===== src/rtl/nand_boot_loader.sv =====
module nand_boot_loader #(
  parameter int AW   = 32,
  parameter int PG_W = 24,
  parameter int PS_W = 16
) (
  input  logic            clk,
  input  logic            rst_n,
  input  logic            start,
  input  logic [AW-1:0]   dst_base,
  input  logic [31:0]     byte_count,
  input  logic [PG_W-1:0] first_page,
  input  logic [PS_W-1:0] page_size,
  input  logic            nf_rdy,
  input  logic            nf_ack,
  input  logic [7:0]      nf_din,
  output logic            ctrl_en,
  output logic            nf_ce_n,
  output logic            nf_cle,
  output logic            nf_ale,
  output logic            nf_we,
  output logic [7:0]      nf_dout,
  output logic            nf_re,
  output logic            mem_we,
  output logic [AW-1:0]   mem_addr,
  output logic [7:0]      mem_wdata,
  output logic            busy,
  output logic            done
);
  typedef enum logic [3:0] {
    S_IDLE, S_EN, S_RCMD, S_RWAIT, S_PCMD, S_ADDR,
    S_PWAIT, S_DATA, S_NEXT, S_OFF, S_FIN
  } st_t;

  localparam logic [7:0] CMD_RESET = 8'hFF;
  localparam logic [7:0] CMD_READ  = 8'h00;

  st_t             st;
  logic [PG_W-1:0] page_q;
  logic [PS_W-1:0] psz_q, col_q;
  logic [31:0]     rem_q;
  logic [AW-1:0]   dst_q;
  logic [1:0]      aidx;
  logic [31:0]     off;
  logic [7:0]      abyte;

  assign off = 32'(page_q) * 32'(psz_q);

  always_comb begin
    case (aidx)
      2'd0:    abyte = off[7:0];
      2'd1:    abyte = off[16:9];
      2'd2:    abyte = off[24:17];
      default: abyte = {1'b0, off[31:25]};
    endcase
  end

  assign busy      = (st != S_IDLE);
  assign done      = (st == S_FIN);
  assign ctrl_en   = !(st inside {S_IDLE, S_FIN});
  assign nf_ce_n   = (st inside {S_IDLE, S_OFF, S_FIN});
  assign nf_cle    = (st inside {S_RCMD, S_PCMD});
  assign nf_ale    = (st == S_ADDR);
  assign nf_we     = nf_cle | nf_ale;
  assign nf_dout   = (st == S_RCMD) ? CMD_RESET : (st == S_PCMD) ? CMD_READ : abyte;
  assign nf_re     = (st == S_DATA);
  assign mem_we    = nf_re;
  assign mem_addr  = dst_q;
  assign mem_wdata = nf_din;

  always_ff @(posedge clk or negedge rst_n) begin
    if (!rst_n) begin
      st     <= S_IDLE;
      page_q <= '0;
      psz_q  <= '0;
      col_q  <= '0;
      rem_q  <= '0;
      dst_q  <= '0;
      aidx   <= '0;
    end else begin
      case (st)
        S_IDLE: if (start) begin
          page_q <= first_page;
          psz_q  <= page_size;
          rem_q  <= byte_count;
          dst_q  <= dst_base;
          st     <= S_EN;
        end
        S_EN:    st <= S_RCMD;
        S_RCMD:  if (nf_ack) st <= S_RWAIT;
        S_RWAIT: if (nf_rdy) st <= (rem_q == '0) ? S_OFF : S_PCMD;
        S_PCMD:  if (nf_ack) begin
          aidx <= '0;
          st   <= S_ADDR;
        end
        S_ADDR:  if (nf_ack) begin
          aidx <= aidx + 2'd1;
          if (aidx == 2'd3) st <= S_PWAIT;
        end
        S_PWAIT: if (nf_rdy) begin
          col_q <= '0;
          st    <= S_DATA;
        end
        S_DATA: begin
          dst_q <= dst_q + AW'(1);
          col_q <= col_q + PS_W'(1);
          if (col_q == psz_q - PS_W'(1)) st <= S_NEXT;
        end
        S_NEXT: begin
          if (rem_q <= 32'(psz_q)) begin
            rem_q <= '0;
            st    <= S_OFF;
          end else begin
            rem_q  <= rem_q - 32'(psz_q);
            page_q <= page_q + PG_W'(1);
            st     <= S_PCMD;
          end
        end
        S_OFF:   st <= S_FIN;
        default: st <= S_IDLE;
      endcase
    end
  end
endmodule


===== config.mk =====
export PLATFORM = sky130hd
export DESIGN_NAME = nand_boot_loader
export DESIGN_NICKNAME = d
export VERILOG_FILES = /design/src/rtl/nand_boot_loader.sv
export SDC_FILE = /design/constraint.sdc
export NUM_CORES = 1
export LEC_CHECK = 0
export BUFFER_PORTS_ARGS = -buffer_cell sky130_fd_sc_hd__buf_2
export CORE_MARGIN = 2
export CORE_UTILIZATION = 45
export CTS_CLUSTER_SIZE = 20
export DETAILED_ROUTE_END_ITERATION = 10
export PLACE_DENSITY = 0.77
export SLEW_MARGIN = 20
export SYNTH_ARGS = -nofsm -noshare
export SYNTH_HDL_FRONTEND = slang
export SYNTH_SLANG_ARGS = --single-unit

===== constraint.sdc =====
create_clock -name clk -period 8.46 [get_ports clk]
set_input_delay 1.692 -clock clk [delete_from_list [all_inputs] [get_ports clk]]
set_output_delay 1.692 -clock clk [all_outputs]
set_load 0.005 [all_outputs]

# Word level (Yosys, flattened, before mapping)
# Index checks and enable logic that the tools add are counted.
# totals
n_memories,0
inputBits,117
output_inout_bits,57
mem_bits_ro,0
ram_bits,0
latchBits,0
regBits,126
word_cells,85
# classes
n_eq_ne,23
n_mux,27
div_mod_pow,0
n_reduce_logical,19
n_mul,1
add_sub_neg,6
shifts,0
order_cmp,1
bitwise_logic,1
# ops
op,count
one-hot mux 32 bit (2 select lines),2
2-to-1 mux 32 bit,3
2-to-1 mux 24 bit,2
one-hot mux 24 bit (2 select lines),1
2-to-1 mux 4 bit,10
one-hot mux 4 bit (10 select lines),1
"adder 32 x 1 -> 32 bit, second input constant",1
less-or-equal comparator 32 x 16 -> 1 bit,1
logical NOT 32 bit,1
multiplier 24 x 16 -> 32 bit,1
one-hot mux 16 bit (2 select lines),1
subtractor 32 x 16 -> 32 bit,1
"adder 24 x 1 -> 24 bit, second input constant",1
one-hot mux 8 bit (3 select lines),1
"adder 16 x 1 -> 16 bit, second input constant",1
== test 16 bit,1
"== test 4 x 3 -> 1 bit, second input constant",4
2-to-1 mux 16 bit,1
2-to-1 mux 8 bit,2
"subtractor 16 x 1 -> 16 bit, second input constant",1
"inequality test 2 bit, second input constant",7
"== test 4 bit, second input constant",3
nonzero test 2 bit,6
"== test 4 x 2 -> 1 bit, second input constant",2
other kinds (16),23

# Logic depth before layout (Yosys ltp)
# Gate-level depths: netlist of the first run.
# depth
word_depth,4
depth_mapped,25
depth_no_buf,23

# Worst setup path after synthesis of the first run
# No wires, ideal clock.
# synth_timing
path_type,flip-flop to output port
startpoint,register psz_q[3]
endpoint,output port nf_dout[3]
stages_incl_launch_ff,22
t_arrival_ps,6397
path_buffers,2
path_slack_ps,371
required_ps,6768
cell_sequence,dfrtp_1 > clkbuf_1 > buf_1 > nand2_1 > fa_1 > fa_1 > fa_1 > fa_1 > inv_1 > fa_1 > inv_1 > fa_1 > inv_1 > ha_1 > a21oi_1 > o21ai_0 > a21oi_1 > o31ai_1 > o21ai_0 > or4b_2 > nand3_1 > a2bb2oi_1
# synth_via
elab_chain_len,4
# synth_rtl
item,line_no,text
start: declaration,39,"logic [PS_W-1:0] psz_q, col_q;"
start signal: assignment,83,psz_q <= page_size;
multiplier 24 x 16 -> 32 bit,46,assign off = 32'(page_q) * 32'(psz_q);
one-hot mux 8 bit (3 select lines),49,case (aidx)
2-to-1 mux 8 bit (2 in series),64,assign nf_dout = (st == S_RCMD) ? CMD_RESET : (st == S_PCMD) ? CMD_READ : abyte;
end: declaration,21,"output logic [7:0] nf_dout,"
# Every way passes these cells.

# Worst setup path in the final report of the first run
# layout_timing
startpoint,register page_q[4]
endpoint,output port nf_dout[2]
# layout_via
elab_chain_len,4
# layout_rtl
item,line_no,text
start: declaration,38,logic [PG_W-1:0] page_q;
start signal: assignment,82,page_q <= first_page;
start signal: assignment,114,page_q <= page_q + PG_W'(1);
multiplier 24 x 16 -> 32 bit,46,
one-hot mux 8 bit (3 select lines),49,
2-to-1 mux 8 bit (2 in series),64,
# Every way passes these cells.

==> results.md, run 1 <==
- Status: completed
- Die Height: ~210 µm
- Yosys reg bits: 126
- Initial core utilization: between 40% and 50%
- Smallest hold slack: around 0.53 ns
- Row count: 76
- Most used DFF post-synth: dfrtp_1
- Final setup viols: 0
- Dpl hpwl: between 40000 and 50000 µm
- Yosys Warn Count: 0
- Rel. slew slack: 34.8%
- Final Hold Violating Endpoints: 0
- Hold WC Path Type: register to register
- Final worst slack: between 0.08 and 0.09 ns
- Synth area leaders: fa_1, dfrtp_1, inv_1
- First-pass DRT Iterations: 6
- Gpl congestion: around 0.94
- Total gr overflow: 0
- Final ANT Viol Nets: 0
- Top delay family on crit path: adder cells
- CTS Buffer Depth: 2
- Largest net degree at the start of global routing: 81
- Hold Buf Count CTS: 0
- Critical path launch point type: register
- Critical Path AT: 6.69 ns
- Top Ports: about 170
- Synth top area share: 28.9%
- Distinct cells, synth: 82
- Most common cell after layout, fill and taps aside: inv_1
- Crit path capture type: primary output
- Period Utilization, post-route: 99.0%
- FFs w/ async S/R, synth: 100%
- Post-Place Worst Slack: 0.209 ns
- H-tree levels: 4
- Tmin final: ~8.4 ns
- Initial antenna violation count: 5
- Residual DRC: 0
- Most frequent cells in the layout: inv_1, nand2_1, fa_1
- FF+latch area: 0.00319 mm²
- First-pass GRT wire length: 94000 µm
- Reg clk slew, reported paths: around 0.060 ns
- Syn nets: between 2k and 3k
- Clk_lat worst skew: 0.44 ns
- Fmax: 119 MHz
- Drt total wl: 60300 µm
- Core area: 0.0429 mm²
- CP Class: register to primary output
- Worst slew pin tran: about 0.97 ns
- CTS root buf: clkbuf_16
- CP dominant cell by count: fa_1
- Area grow syn2layout: 14.5%
- Drt initial violations: about 1.4k
- Layout cells sized above 1: 16.1%
- WP data required: 6.77 ns
- CP Cell Sequence: buf_6, and2_4, fa_1, inv_2, fa_1, inv_1, fa_1, fa_2, fa_1, inv_2, fa_1, inv_1, ha_4, or4_4, o2bb2ai_2, a211oi_1, o21a_1, or3_1, a31o_2, a21oi_2, buf_2
- CTS Buf Count: 17
- Synthesized area per cell: between 8 and 9 µm²
- Vias per inst: 5.72
- Critical path fanouts, max: 5
- Mapped Cells: roughly 2.3k
- CP max-delay cell: fa_1
- Multi-input logic area: about 0.015 mm²
- Sequential area share after synthesis: ~16%
- Clock sink count: approximately 130
- Die ar.: 0.0450 mm²
- DR vias: 17.6k
- GRT Total Usage: 26.7%
- Vias in the first global route: roughly 18k
- Number of synthesized flops with an enable pin: 0
- CP peak stage delay: 0.59 ns
- Die X: between 200 and 250 µm
- Max-cap viol count: 0
- # port buffers: 157
- Nets: approximately 3k
- Leading area contributor after synthesis: fa_1
- Worst Skew: 0.00720 ns
- # fillers: 3900
- Bufs and invs on worst path: 6
- DR WL/cell: 19.6 µm
- CTS tree: done
- Unrepaired setup endpoints after global routing: yes
- Cell Area, Synth: around 0.02 mm²
- Slew Viols, Final: 0
[final timing paths]
check | slack (ns) | cells after the start | startpoint | endpoint
worst max-delay path | 0.08 | 21 | page_q[4]$_DFFE_PN0P_ | nf_dout[2]
worst min-delay path | 0.53 | 1 | mem_addr[8]$_DFFE_PN0P_ | mem_addr[8]$_DFFE_PN0P_
worst max register to register | 3.62 | 12 | psz_q[0]$_DFFE_PN0P_ | page_q[5]$_DFFE_PN0P_
worst min register to register | 0.53 | 1 | mem_addr[8]$_DFFE_PN0P_ | mem_addr[8]$_DFFE_PN0P_
max in group asynchronous | 5.96 | 2 | rst_n | psz_q[6]$_DFFE_PN0P_
min in group asynchronous | 1.31 | 1 | rst_n | rem_q[24]$_DFFE_PN0P_
[registers in the layout, summed over array words and instances, names as in the netlist]
name and cells:
aidx 2, col_q 16, page_q 24, st 4, psz_q 16, mem_addr 32, rem_q 32
[per-stage QoR]
step | cells | instance area [µm²] | setup TNS [ns] | util (%)
global route | 3080 | 22300 | -0.283 | 52.0
floorplan | 2344 | 19500 | 0 | -
detailed placement | 3013 | 20900 | 0 | 48.8
CTS | 3047 | 21700 | -0.0924 | 50.5
global placement | 3013 | 20900 | 0 | 48.8
finish | 3082 | 22300 | 0 | 52.0
[cells by family (layout without fill, tap and decap cells)]
kind of cell,after synthesis,count (layout),synth area share [%]
adder cells (fa/ha/maj),382,382,35.4
XOR/XNOR,64,64,2.88
flip-flops,126,126,16.2
AND/OR/NAND/NOR,802,802,19.9
multiplexers,23,23,1.19
other,0,2,0
AO/OA/AOI/OAI,430,430,14.2
buffers and inverters,517,668,10.3
[final cells by class]
cell class	count	share of cell area (%)
flip-flops and latches	126	14.3
inverters	372	6.28
well taps	585	3.28
repair buffers	264	7.77
diodes	2	0.0225
clock inverters	15	0.836
clock buffers	17	1.91
multi-input cells	1701	65.6
[synthesized netlist by cell type, types with 13 or more instances]
cell / number
inv_1: 371
nand2_1: 347
fa_1: 281
and2_1: 127
dfrtp_1: 126
o21ai_0: 116
clkbuf_1: 110
a21oi_1: 107
ha_1: 101
nor2_1: 99
nand3_1: 50
xnor2_1: 44
nor3_1: 36
and3_1: 27
o22ai_1: 26
nand4_1: 23
nor4_1: 23
mux2i_1: 22
xor2_1: 20
o211ai_1: 18
a31oi_1: 17
a21o_1: 16
buf_1: 16
or3_1: 16
a211oi_1: 15
a221o_1: 14
o21a_1: 13
[per-layer routing]
layer  global-route usage [%]  wire length [µm]  share of wire [%]
met1                     33.4             23900                 40
met2                     45.6             29300                 49
met3                     5.14              4670                7.7
met4                     10.5              2420                4.0
met5                        0                42              0.070
[worst reg2reg max path, cell delays in order (launching register included)]
cell	delay, ns
dfrtp_1	0.86
buf_4	0.33
ha_1	0.20
inv_1	0.06
fa_1	0.41
a21o_1	0.21
a221oi_1	0.64
o21a_1	0.30
o21a_1	0.26
o21ba_1	0.61
o21ai_4	0.37
a21oi_1	0.30
a21oi_1	0.10
[repair_timing]
action | CTS | global route
pin swaps | 2 | 30
setup endpoints to repair | 6 | 8
resized for setup | 35 | 87
setup buffers | 2 | 32
gates cloned | 0 | 1
Power of run 1 is left out: the tool's default activity adds up to more than one toggle a clock period on the data nets, which glitch-free logic cannot reach.
==> inputs of run 2 (changes only) <==
CORE_MARGIN = default   (was 2)
==> results.md, run 2 (synthesized netlist as in run 1, its figures left out) <==
- Critical path fanouts, max: 11 (+6)
- CP Class: register to primary output
- Most common cell after layout, fill and taps aside: inv_1
- Total Negative Setup Slacks: 0 ns (unchanged)
- Initial core utilization: 46.0% (+0.61 points)
- Vias in the first global route: 18.1k (+0.45%)
- Crit path capture type: primary output
- Post-Place Worst Slack: 0.0942 ns (-0.115 ns)
- CP dominant cell by count: fa_1
- Drt initial violations: 1481 (+7.5%)
- Total gr overflow: 0 (unchanged)
- Multi-input logic area: 0.0147 mm² (+0.42%)
- Unrepaired setup endpoints after global routing: yes
- CTS Buf Count: 17 (unchanged)
- Critical Path AT: 6.64 ns (-0.05 ns)
- Gpl congestion: 0.967 (+2.7%)
- Final setup viols: 0 (unchanged)
- FF+latch area: 0.00318 mm² (-0.31%)
- Worst Skew: 0.00719 ns (-0.00000689 ns)
- DR vias: 17.7k (+0.56%)
- CTS tree: done
- CTS Buffer Depth: 2 (unchanged)
- Area grow syn2layout: 14.3%
- Reg clk slew, reported paths: 0.06 ns (about the same)
- Initial antenna violation count: 2 (-3)
- Clock sink count: 126 (unchanged)
- # port buffers: 157 (unchanged)
- Layout cells sized above 1: 15.3% (-0.76 points)
- Max-cap viol count: 0 (unchanged)
- Fmax: 120 MHz (+0.50%)
- Clk_lat worst skew: 0.43 ns (about the same)
- First-pass DRT Iterations: 7 (+1)
- CP Cell Sequence: buf_4, and2_1, fa_1, fa_1, fa_1, fa_1, fa_1, inv_1, fa_1, inv_1, ha_4, o21a_1, o21ai_2, o21a_1, o31ai_2, buf_4, a221o_1, a211oi_2, xnor2_2, a2bb2oi_4, buf_2
- Nets: 2974 (-0.23%)
- CP max-delay cell: fa_1
- Slew Viols, Final: 0 (unchanged)
- Dpl hpwl: 46900 µm (-0.22%)
- Hold Buf Count CTS: 0 (unchanged)
- Residual DRC: 0 (unchanged)
- DP Area: 0.0209 mm² (about the same)
- Bufs and invs on worst path: 5 (-1)
- Die ar.: 0.0441 mm² (-1.9%)
- First-pass GRT wire length: 95600 µm (+1.7%)
- H-tree levels: 4 (unchanged)
- # fillers: 3810 (-2.3%)
- R2r setup slk: 3.75 ns (+0.13 ns)
- Hold WC Path Type: register to register
- Smallest hold slack: 0.512 ns (-0.0143 ns)
- Die Height: 210 µm (-0.94%)
- Worst slew pin tran: 1.15 ns (+0.180 ns)
- Final instance area: 0.0223 mm² (-0.12%)
- Row count: 75 (-1.3%)
- GRT Total Usage: 27.4% (+0.68 points)
- Drt total wl: 60000 µm (-0.51%)
- Period Utilization, post-route: 98.5% (-0.49 points)
- WP data required: 6.77 ns (about the same)
- Core area: 0.0423 mm² (-1.3%)
- Final ANT Viol Nets: 0 (unchanged)
- Die X: 210 µm (-0.94%)
- Vias per inst: 5.77 (+0.98%)
- Final worst slack: 0.123 ns (+0.0413 ns)
- Tmin final: 8.34 ns (-0.0413 ns)
- Final Hold Violating Endpoints: 0 (unchanged)
- Largest net degree at the start of global routing: 74 (-8.6%)
- DR WL/cell: 19.5 µm (about the same)
- Top Ports: 174 (unchanged)
- CP peak stage delay: 0.54 ns (-0.05 ns)
- Rel. slew slack: 22.7% (-12 points)
- Status: completed
- Top delay family on crit path: adder cells
- CTS root buf: clkbuf_16
- Most frequent cells in the layout: inv_1, nand2_1, fa_1
- Critical path launch point type: register
## run 2: layout make-up
| type | instances | share of cell area, % |
|---|---|---|
| Antenna cell | 4 | 0.0450 |
| Clock buffer | 19 | 1.94 |
| Clock inverter | 13 | 0.955 |
| Inverter | 372 | 6.27 |
| Multi-Input combinational cell | 1701 | 65.9 |
| Sequential cell | 126 | 14.3 |
| Tap cell | 577 | 3.24 |
| Timing Repair Buffer | 257 | 7.31 |
## run 2: worst register-to-register path: stages, from the launching register on
cell and delay (ns):
dfrtp_1 0.79, buf_4 0.33, ha_1 0.20, inv_1 0.06, fa_1 0.40, a21o_1 0.20
a221oi_1 0.68, o21a_1 0.28, o21a_1 0.26, o21ba_1 0.59, o21ai_4 0.37, a21oi_1 0.24
a21oi_1 0.11
## run 2: final timing paths
kind                            depth (start not counted)                      end                     from
max in group asynchronous                               2     psz_q[6]$_DFFE_PN0P_                    rst_n
worst max-delay path                                   21               nf_dout[3]    page_q[2]$_DFFE_PN0P_
worst min register to register                          1  mem_addr[8]$_DFFE_PN0P_  mem_addr[8]$_DFFE_PN0P_
worst min-delay path                                    1  mem_addr[8]$_DFFE_PN0P_  mem_addr[8]$_DFFE_PN0P_
min in group asynchronous                               1    rem_q[24]$_DFFE_PN0P_                    rst_n
worst max register to register                         12    page_q[5]$_DFFE_PN0P_     psz_q[0]$_DFFE_PN0P_
## run 2: routing by layer
metal | wire length (µm) | part of all wire (%) | track usage, % | vias to the layer above
li1 | - | - | - | 7879
met1 | 23800 | 40 | 34.8 | 8742
met2 | 28900 | 48 | 46.0 | 911
met3 | 4790 | 8.0 | 4.95 | 185
met4 | 2530 | 4.2 | 11.3 | 0
met5 | 0 | 0 | 0 | -
## run 2: stage by stage
step	std cells	util [%]
floorplan	2344	-
global placement	3005	49.4
detailed placement	3005	49.4
CTS	3039	51.3
global route	3066	52.6
finish	3069	52.6
## run 2: repair_timing
| action | CTS | global route |
|---|---|---|
| endpoints found under the setup margin | 8 | 8 |
| buffers inserted | 2 | 26 |
| gates resized for setup | 30 | 82 |
| gates cloned | 0 | 0 |
| pin swaps | 3 | 31 |
Power of run 2 is left out for the same reason.
